===== config.mk =====
export PLATFORM = sky130hd
export DESIGN_NAME = ddr3_mrs_seq
export DESIGN_NICKNAME = d
export VERILOG_FILES = /design/src/rtl/ddr3_seq_pkg.sv /design/src/rtl/ddr3_mr_encoder.sv /design/src/rtl/ddr3_cmd_word.sv /design/src/rtl/ddr3_seq_ctrl.sv /design/src/rtl/ddr3_mrs_seq.sv
export SDC_FILE = /design/constraint.sdc
export NUM_CORES = 1
export LEC_CHECK = 0
export BUFFER_PORTS_ARGS = -buffer_cell sky130_fd_sc_hd__buf_2
export CAP_MARGIN = 20
export CORE_UTILIZATION = 55
export CTS_CLUSTER_SIZE = 14
export DETAILED_ROUTE_END_ITERATION = 8
export PLACE_DENSITY = 0.81
export SETUP_SLACK_MARGIN = 0.15
export SYNTH_ARGS = -nofsm -noshare
export SYNTH_HDL_FRONTEND = slang
export SYNTH_SLANG_ARGS = --single-unit

===== constraint.sdc =====
create_clock -name clk -period 3.4 [get_ports clk]
set_input_delay 0.85 -clock clk [delete_from_list [all_inputs] [get_ports clk]]
set_output_delay 0.85 -clock clk [all_outputs]
set_load 0.02 [all_outputs]

===== src/rtl/ddr3_seq_pkg.sv =====
package ddr3_seq_pkg;

    localparam int WORD_W    = 32;
    localparam int START_BIT = 31;
    localparam int RANK_LSB  = 20;
    localparam int MRN_LSB   = 17;
    localparam int MRN_W     = 3;
    localparam int DATA_LSB  = 4;
    localparam int DATA_W    = 13;
    localparam int OP_W      = 4;
    localparam int NUM_STEPS = 7;

    typedef enum logic [2:0] {
        ST_IDLE,
        ST_PWR,
        ST_ISSUE,
        ST_GAP,
        ST_DONE,
        ST_FAIL
    } seq_state_t;

    typedef enum logic [OP_W-1:0] {
        OP_DESEL = 4'h0,
        OP_PREA  = 4'h1,
        OP_MRS   = 4'h3,
        OP_ZQCL  = 4'h5
    } cmd_op_t;

endpackage


===== src/rtl/ddr3_mr_encoder.sv =====
module ddr3_mr_encoder
    import ddr3_seq_pkg::*;
#(
    parameter int TW = 5
) (
    input  logic [TW-1:0]     twr_i,
    input  logic [TW-1:0]     tcl_i,
    input  logic [TW-1:0]     tcwl_i,
    output logic [DATA_W-1:0] mr0_o,
    output logic [DATA_W-1:0] mr1_o,
    output logic [DATA_W-1:0] mr2_o,
    output logic [DATA_W-1:0] mr3_o
);

    logic [TW:0] twr_ext;
    logic [TW:0] twr_adj;
    logic [2:0]  wr_field;
    logic [3:0]  cl_sub;
    logic [2:0]  cwl_field;

    always_comb begin
        twr_ext = {1'b0, twr_i};
        if (twr_ext > (TW+1)'(8))
            twr_adj = (twr_ext + (TW+1)'(1)) & ~((TW+1)'(1));
        else
            twr_adj = twr_ext;

        if (twr_adj <= (TW+1)'(8))
            wr_field = 3'(twr_adj - (TW+1)'(4));
        else
            wr_field = 3'(twr_adj >> 1);

        cl_sub    = 4'(tcl_i - TW'(4));
        cwl_field = 3'(tcwl_i - TW'(5));

        mr0_o       = '0;
        mr0_o[11:9] = wr_field;
        mr0_o[6:4]  = cl_sub[2:0];
        mr0_o[2]    = cl_sub[3];

        mr1_o       = '0;
        mr1_o[6]    = 1'b1;

        mr2_o       = '0;
        mr2_o[5:3]  = cwl_field;

        mr3_o       = '0;
    end

    // an even write-recovery setting must not be altered by rounding
    always_comb begin
        if (twr_i > TW'(8) && twr_i[0] == 1'b0)
            a_r7_even_kept: assert (twr_adj == twr_ext);
    end

endmodule


===== src/rtl/ddr3_cmd_word.sv =====
module ddr3_cmd_word
    import ddr3_seq_pkg::*;
#(
    parameter int IW = 3
) (
    input  logic              issue_i,
    input  logic [IW-1:0]     step_i,
    input  logic [DATA_W-1:0] mr0_i,
    input  logic [DATA_W-1:0] mr1_i,
    input  logic [DATA_W-1:0] mr2_i,
    input  logic [DATA_W-1:0] mr3_i,
    output logic [WORD_W-1:0] word_o
);

    cmd_op_t           op;
    logic [MRN_W-1:0]  mr_num;
    logic [DATA_W-1:0] payload;

    always_comb begin
        op      = OP_DESEL;
        mr_num  = '0;
        payload = '0;
        case (step_i)
            IW'(0): op = OP_DESEL;
            IW'(1): op = OP_PREA;
            IW'(2): begin op = OP_MRS; mr_num = MRN_W'(2); payload = mr2_i; end
            IW'(3): begin op = OP_MRS; mr_num = MRN_W'(3); payload = mr3_i; end
            IW'(4): begin op = OP_MRS; mr_num = MRN_W'(1); payload = mr1_i; end
            IW'(5): begin op = OP_MRS; mr_num = MRN_W'(0); payload = mr0_i; end
            IW'(6): op = OP_ZQCL;
            default: op = OP_DESEL;
        endcase

        word_o = '0;
        if (issue_i) begin
            word_o[START_BIT]            = 1'b1;
            word_o[RANK_LSB +: 2]        = 2'b11;
            word_o[MRN_LSB +: MRN_W]     = mr_num;
            word_o[DATA_LSB +: DATA_W]   = payload;
            word_o[OP_W-1:0]             = op;
        end
    end

endmodule


===== src/rtl/ddr3_seq_ctrl.sv =====
module ddr3_seq_ctrl
    import ddr3_seq_pkg::*;
#(
    parameter int TIMEOUT_CYCLES = 25_000_000,
    parameter int STEPS          = NUM_STEPS,
    localparam int IW            = $clog2(STEPS),
    localparam int CW            = $clog2(TIMEOUT_CYCLES + 1)
) (
    input  logic          clk,
    input  logic          rst_n,
    input  logic          start_i,
    input  logic          pwr_done_i,
    input  logic          cmd_done_i,
    output logic          issue_o,
    output logic [IW-1:0] step_o,
    output logic          pwr_req_o,
    output logic          done_o,
    output logic          err_o
);

    localparam logic [CW-1:0] CNT_LAST  = CW'(TIMEOUT_CYCLES - 1);
    localparam logic [IW-1:0] STEP_LAST = IW'(STEPS - 1);

    typedef struct packed {
        seq_state_t    st;
        logic [IW-1:0] step;
        logic [CW-1:0] cnt;
        logic          done;
        logic          err;
    } ctrl_t;

    localparam ctrl_t RESET_VAL = '{st: ST_IDLE, step: '0, cnt: '0, done: 1'b0, err: 1'b0};

    ctrl_t r_d, r_q;

    always_comb begin
        r_d = r_q;
        case (r_q.st)
            ST_IDLE, ST_DONE, ST_FAIL: begin
                if (start_i) begin
                    r_d.st   = ST_PWR;
                    r_d.cnt  = '0;
                    r_d.step = '0;
                    r_d.done = 1'b0;
                    r_d.err  = 1'b0;
                end
            end
            ST_PWR: begin
                if (pwr_done_i) begin
                    r_d.st   = ST_ISSUE;
                    r_d.step = '0;
                end else if (r_q.cnt == CNT_LAST) begin
                    r_d.st  = ST_FAIL;
                    r_d.err = 1'b1;
                end else begin
                    r_d.cnt = r_q.cnt + CW'(1);
                end
            end
            ST_ISSUE: begin
                if (cmd_done_i) begin
                    if (r_q.step == STEP_LAST) begin
                        r_d.st   = ST_DONE;
                        r_d.done = 1'b1;
                    end else begin
                        r_d.st = ST_GAP;
                    end
                end
            end
            ST_GAP: begin
                r_d.st   = ST_ISSUE;
                r_d.step = r_q.step + IW'(1);
            end
            default: r_d = RESET_VAL;
        endcase
    end

    always_ff @(posedge clk or negedge rst_n) begin
        if (!rst_n) r_q <= RESET_VAL;
        else        r_q <= r_d;
    end

    assign issue_o   = (r_q.st == ST_ISSUE);
    assign step_o    = r_q.step;
    assign pwr_req_o = (r_q.st == ST_PWR);
    assign done_o    = r_q.done;
    assign err_o     = r_q.err;

    // completion and failure flags never coexist
    a_r10_exclusive: assert property (@(posedge clk) disable iff (!rst_n)
        !(done_o && err_o));

    // done holds until a new start
    a_r10_done_hold: assert property (@(posedge clk) disable iff (!rst_n)
        done_o && !start_i |=> done_o);

    // no command while power-up is pending
    a_r2_no_cmd_in_pwr: assert property (@(posedge clk) disable iff (!rst_n)
        pwr_req_o |-> !issue_o);

    // presented command held until acknowledged
    a_r6_hold: assert property (@(posedge clk) disable iff (!rst_n)
        issue_o && !cmd_done_i |=> issue_o && $stable(step_o));

    // acknowledge opens a gap cycle
    a_r6_gap: assert property (@(posedge clk) disable iff (!rst_n)
        issue_o && cmd_done_i |=> !issue_o);

    // a failed sequence presents no command
    a_r3_no_cmd_after_fail: assert property (@(posedge clk) disable iff (!rst_n)
        err_o |-> !issue_o && !pwr_req_o);

    // the wait counter stays inside its window
    a_r3_cnt_window: assert property (@(posedge clk) disable iff (!rst_n)
        pwr_req_o |-> r_q.cnt <= CNT_LAST);

    // a start pulse mid-sequence does not restart power-up
    a_r11_no_restart: assert property (@(posedge clk) disable iff (!rst_n)
        (issue_o || r_q.st == ST_GAP) |=> !pwr_req_o);

endmodule


===== src/rtl/ddr3_mrs_seq.sv =====
module ddr3_mrs_seq
    import ddr3_seq_pkg::*;
#(
    parameter int TW             = 5,
    parameter int TIMEOUT_CYCLES = 25_000_000
) (
    input  logic              clk,
    input  logic              rst_n,
    input  logic              start_i,
    input  logic [TW-1:0]     twr_i,
    input  logic [TW-1:0]     tcl_i,
    input  logic [TW-1:0]     tcwl_i,
    input  logic              pwr_done_i,
    input  logic              cmd_done_i,
    output logic              pwr_req_o,
    output logic [WORD_W-1:0] cmd_o,
    output logic              done_o,
    output logic              err_o
);

    localparam int IW = $clog2(NUM_STEPS);

    logic              issue;
    logic [IW-1:0]     step;
    logic [DATA_W-1:0] mr0, mr1, mr2, mr3;

    ddr3_seq_ctrl #(
        .TIMEOUT_CYCLES(TIMEOUT_CYCLES),
        .STEPS         (NUM_STEPS)
    ) u_ctrl (
        .clk       (clk),
        .rst_n     (rst_n),
        .start_i   (start_i),
        .pwr_done_i(pwr_done_i),
        .cmd_done_i(cmd_done_i),
        .issue_o   (issue),
        .step_o    (step),
        .pwr_req_o (pwr_req_o),
        .done_o    (done_o),
        .err_o     (err_o)
    );

    ddr3_mr_encoder #(.TW(TW)) u_enc (
        .twr_i (twr_i),
        .tcl_i (tcl_i),
        .tcwl_i(tcwl_i),
        .mr0_o (mr0),
        .mr1_o (mr1),
        .mr2_o (mr2),
        .mr3_o (mr3)
    );

    ddr3_cmd_word #(.IW(IW)) u_word (
        .issue_i(issue),
        .step_i (step),
        .mr0_i  (mr0),
        .mr1_i  (mr1),
        .mr2_i  (mr2),
        .mr3_i  (mr3),
        .word_o (cmd_o)
    );

    // a presented word always addresses both ranks
    a_r5_both_ranks: assert property (@(posedge clk) disable iff (!rst_n)
        cmd_o[START_BIT] |-> cmd_o[RANK_LSB +: 2] == 2'b11);

endmodule


==> results.py <==
metrics = {
    "critical_path": {
        "worst-path-max-fanout": 2,
        "worstSetupStartpointType": "input port",
        "required_ns": 2.55,
        "crit_path_end_kind": "primary output",
        "worstSetupPathType": "in -> out",
        "cp.arrival_ns": 2.41,
    },
    "finish": {
        "drive_gt1_frac": 0.227,
        "areaGrowthSynthToFinish_pct": 11.5,
        "fill_cells": 385,
        "num_antenna_cells": 0,
        "design_area_mm2": 0.00283,
        "final_nets": 365,
    },
    "grt": {
        "grt_max_degree": 34,
        "overflow": 0,
        "grt_pass1_vias": 2005,
        "antenna_found_initial": 0,
        "grt_pass1_wl_um": 9030,
        "track_usage": 0.225,
    },
    "logic_synthesis": {
        "synth_edf_count": 0,
        "netlist_top_cells_area": "dfrtp_1, buf_4, ha_1, a21oi_1, nand2_1",
        "synth_area_mm2": 0.00254,
        "ys.flop_type": "dfrtp_1",
        "yosys_warnings": 0,
        "ys_types": 58,
        "postSynth.asyncResetShare": 1.00,
        "yosysSeqAreaShare": 0.326,
        "syn_inst": 302,
        "synth.top_cell.area_share": 0.326,
        "synth_top_area_cell": "dfrtp_1",
        "avgSynthCellArea_um2": 8.40,
        "synth-seq-cells": 33,
    },
    "cts": {
        "root_buffer": "clkbuf_8",
        "clkSinkCount": 33,
        "clkTransAtPathRegs_ns": 0.06,
        "cts_buffers": 5,
        "cts_max_level": 2,
        "cts_max_path_buffers": 2,
        "cts_tree": "done",
        "insertion_delay_ns": 0.28,
        "cts_hold_buf": 0,
    },
    "drt": {
        "drc_errors": 0,
        "ant_nets": 0,
        "vias": 2288,
        "drtPass1Iterations": 4,
        "drt-wirelength-per-cell_um": 13.8,
        "drt_iter0_drc": 107,
        "drt-vias-per-instance": 5.91,
        "wl_um": 5330,
    },
    "floorplan": {
        "io_pins": 55,
        "rows": 24,
        "die_h_um": 69.9,
        "start_util": 0.578,
        "core_area_mm2": 0.00438,
        "dieArea_mm2": 0.00489,
        "die_w_um": 69.9,
    },
    "sta": {
        "fin_crit_sh": 0.958,
        "setup_viol": 0,
        "fin_skew_ns": 0.00780,
        "rsz0062_at_grt": "yes",
        "maxSlewHeadroom": 0.434,
        "max_freq_mhz": 307,
        "slew_violations": 0,
        "setup_tns_ns": 0,
        "hold_violations": 0,
        "setup_slack_ns": 0.143,
        "min_period_ns": 3.26,
        "timing.hold.ws_ns": 0.511,
        "worstMarginPinSlew_ns": 0.845,
    },
    "place": {
        "dpl_cell_area_mm2": 0.00263,
        "gp_congestion": 0.822,
        "post-place-ws_ns": 0.0343,
        "numPortBuffers": 35,
        "post-dp-hpwl_um": 3690,
    },
    "power_and_ir_drop": {
        "ir_drop_v": 0.000267,
        "power_density_mw_per_mm2": 523,
        "leakage_nw": 1.30,
    },
    "hold_path": {
        "min_path_type": "reg -> reg",
    },
    "flow_run": {
        "max_cap_viol_count": 0,
    },
    "run_status": {
        "status": "complete, no violations",
    },
}
## sequential cells by signal, indices dropped and copies added, names as in the netlist
register and count:
u_ctrl.r_q 28, u_ctrl.step_o 3, u_ctrl.err_o 1, u_ctrl.done_o 1
## layout by cell type (no fill, tap or decap), types with 3 or more instances in the layout
cell type / n
o41ai_1: 4
or4_1: 11
clkbuf_8: 5
a21oi_2: 4
o21ai_0: 10
buf_4: 5
and4_1: 3
or4_4: 3
a21o_1: 3
ha_1: 8
o211ai_1: 8
dfrtp_1: 33
buf_6: 6
nor3_1: 5
inv_1: 15
conb_1: 16
o31ai_1: 6
nand4_1: 8
nand3_1: 17
nor2_1: 21
buf_2: 31
and3_1: 5
nand2_1: 29
or3_1: 5
a21oi_1: 20
## repair_timing
action | in CTS | in global routing
pin swaps | 3 | 5
resized for setup | 10 | 12
setup endpoints to repair | 2 | 2
setup buffers | 2 | 3
## routing by layer
layer,wire length [µm],vias up,track usage
met5,0,-,0
met3,266,4,0.0418
met4,31,0,0.0533
met2,2540,68,0.370
met1,2500,1067,0.310
li1,-,1149,-
## worst max-delay path: stages
cell and delay (ns):
buf_6 0.09, or4_4 0.54, o21ai_2 0.16, a21oi_2 0.05, o22ai_2 0.25, mux2_4 0.33
buf_6 0.13
## logic make-up after synthesis
group,Yosys count,synth area share
AO/OA/AOI/OAI,77,0.211
XOR/XNOR,4,0.0138
adder cells (fa/ha/maj),9,0.0444
buffers and inverters,47,0.111
flip-flops,33,0.326
multiplexers,4,0.0168
other,1,0.00148
AND/OR/NAND/NOR,127,0.277
## path summary, 6_finish.rpt
| check | slack [ns] | endpoint | from | cells past startpoint |
|---|---|---|---|---|
| min in group asynchronous | 0.64 | u_ctrl.r_q[18] | rst_n | 1 |
| worst max-delay path | 0.14 | cmd_o[14] | twr_i[2] | 7 |
| worst min register to register | 0.51 | u_ctrl.err_o | u_ctrl.err_o | 2 |
| worst max register to register | 0.95 | u_ctrl.r_q[6] | u_ctrl.r_q[32] | 7 |
| max in group asynchronous | 2.28 | u_ctrl.r_q[12] | rst_n | 1 |
| worst min-delay path | 0.51 | u_ctrl.err_o | u_ctrl.err_o | 2 |
## through the flow
stage | util | power, mW | cells
after floorplan | - | 1.09 | 317
after global placement | 0.601 | 1.17 | 376
after detailed placement | 0.601 | 1.19 | 376
after CTS | 0.630 | 1.47 | 384
after global routing | 0.645 | 1.60 | 387
final | 0.645 | 1.48 | 387
## area by class of cell
type / count / area, µm² / area share
clock buffers: 5 / 68.8 / 0.0243
flip-flops and latches: 33 / 826 / 0.292
inverters: 17 / 66.3 / 0.0234
clock inverters: 1 / 5.00 / 0.00177
repair buffers: 42 / 260 / 0.0920
well taps: 52 / 65.1 / 0.0230
multi-input cells: 237 / 1540 / 0.544
## where the power goes
| group | internal (mW) | switching [mW] | leakage (nW) |
|---|---|---|---|
| registers | 0.432 | 0.0672 | 0.446 |
| clock network | 0.134 | 0.131 | 0.0399 |
| logic | 0.254 | 0.461 | 0.813 |
## synth_stat cells (3+ instances only)
library cell / instances
a211oi_1: 3
buf_2: 3
buf_4: 20
dfrtp_1: 33
o211ai_1: 8
inv_1: 15
and3_1: 5
ha_1: 9
o31ai_1: 6
nand4_1: 8
or3_1: 5
o21ai_0: 11
buf_6: 3
nor2_1: 22
a21o_1: 3
clkbuf_1: 4
nand3_1: 17
a21oi_1: 22
nor3_1: 6
or4_1: 12
o22ai_1: 3
and4_1: 3
nand2_1: 29
o41ai_1: 4
Note: power is estimated with default switching activity, not from simulation.
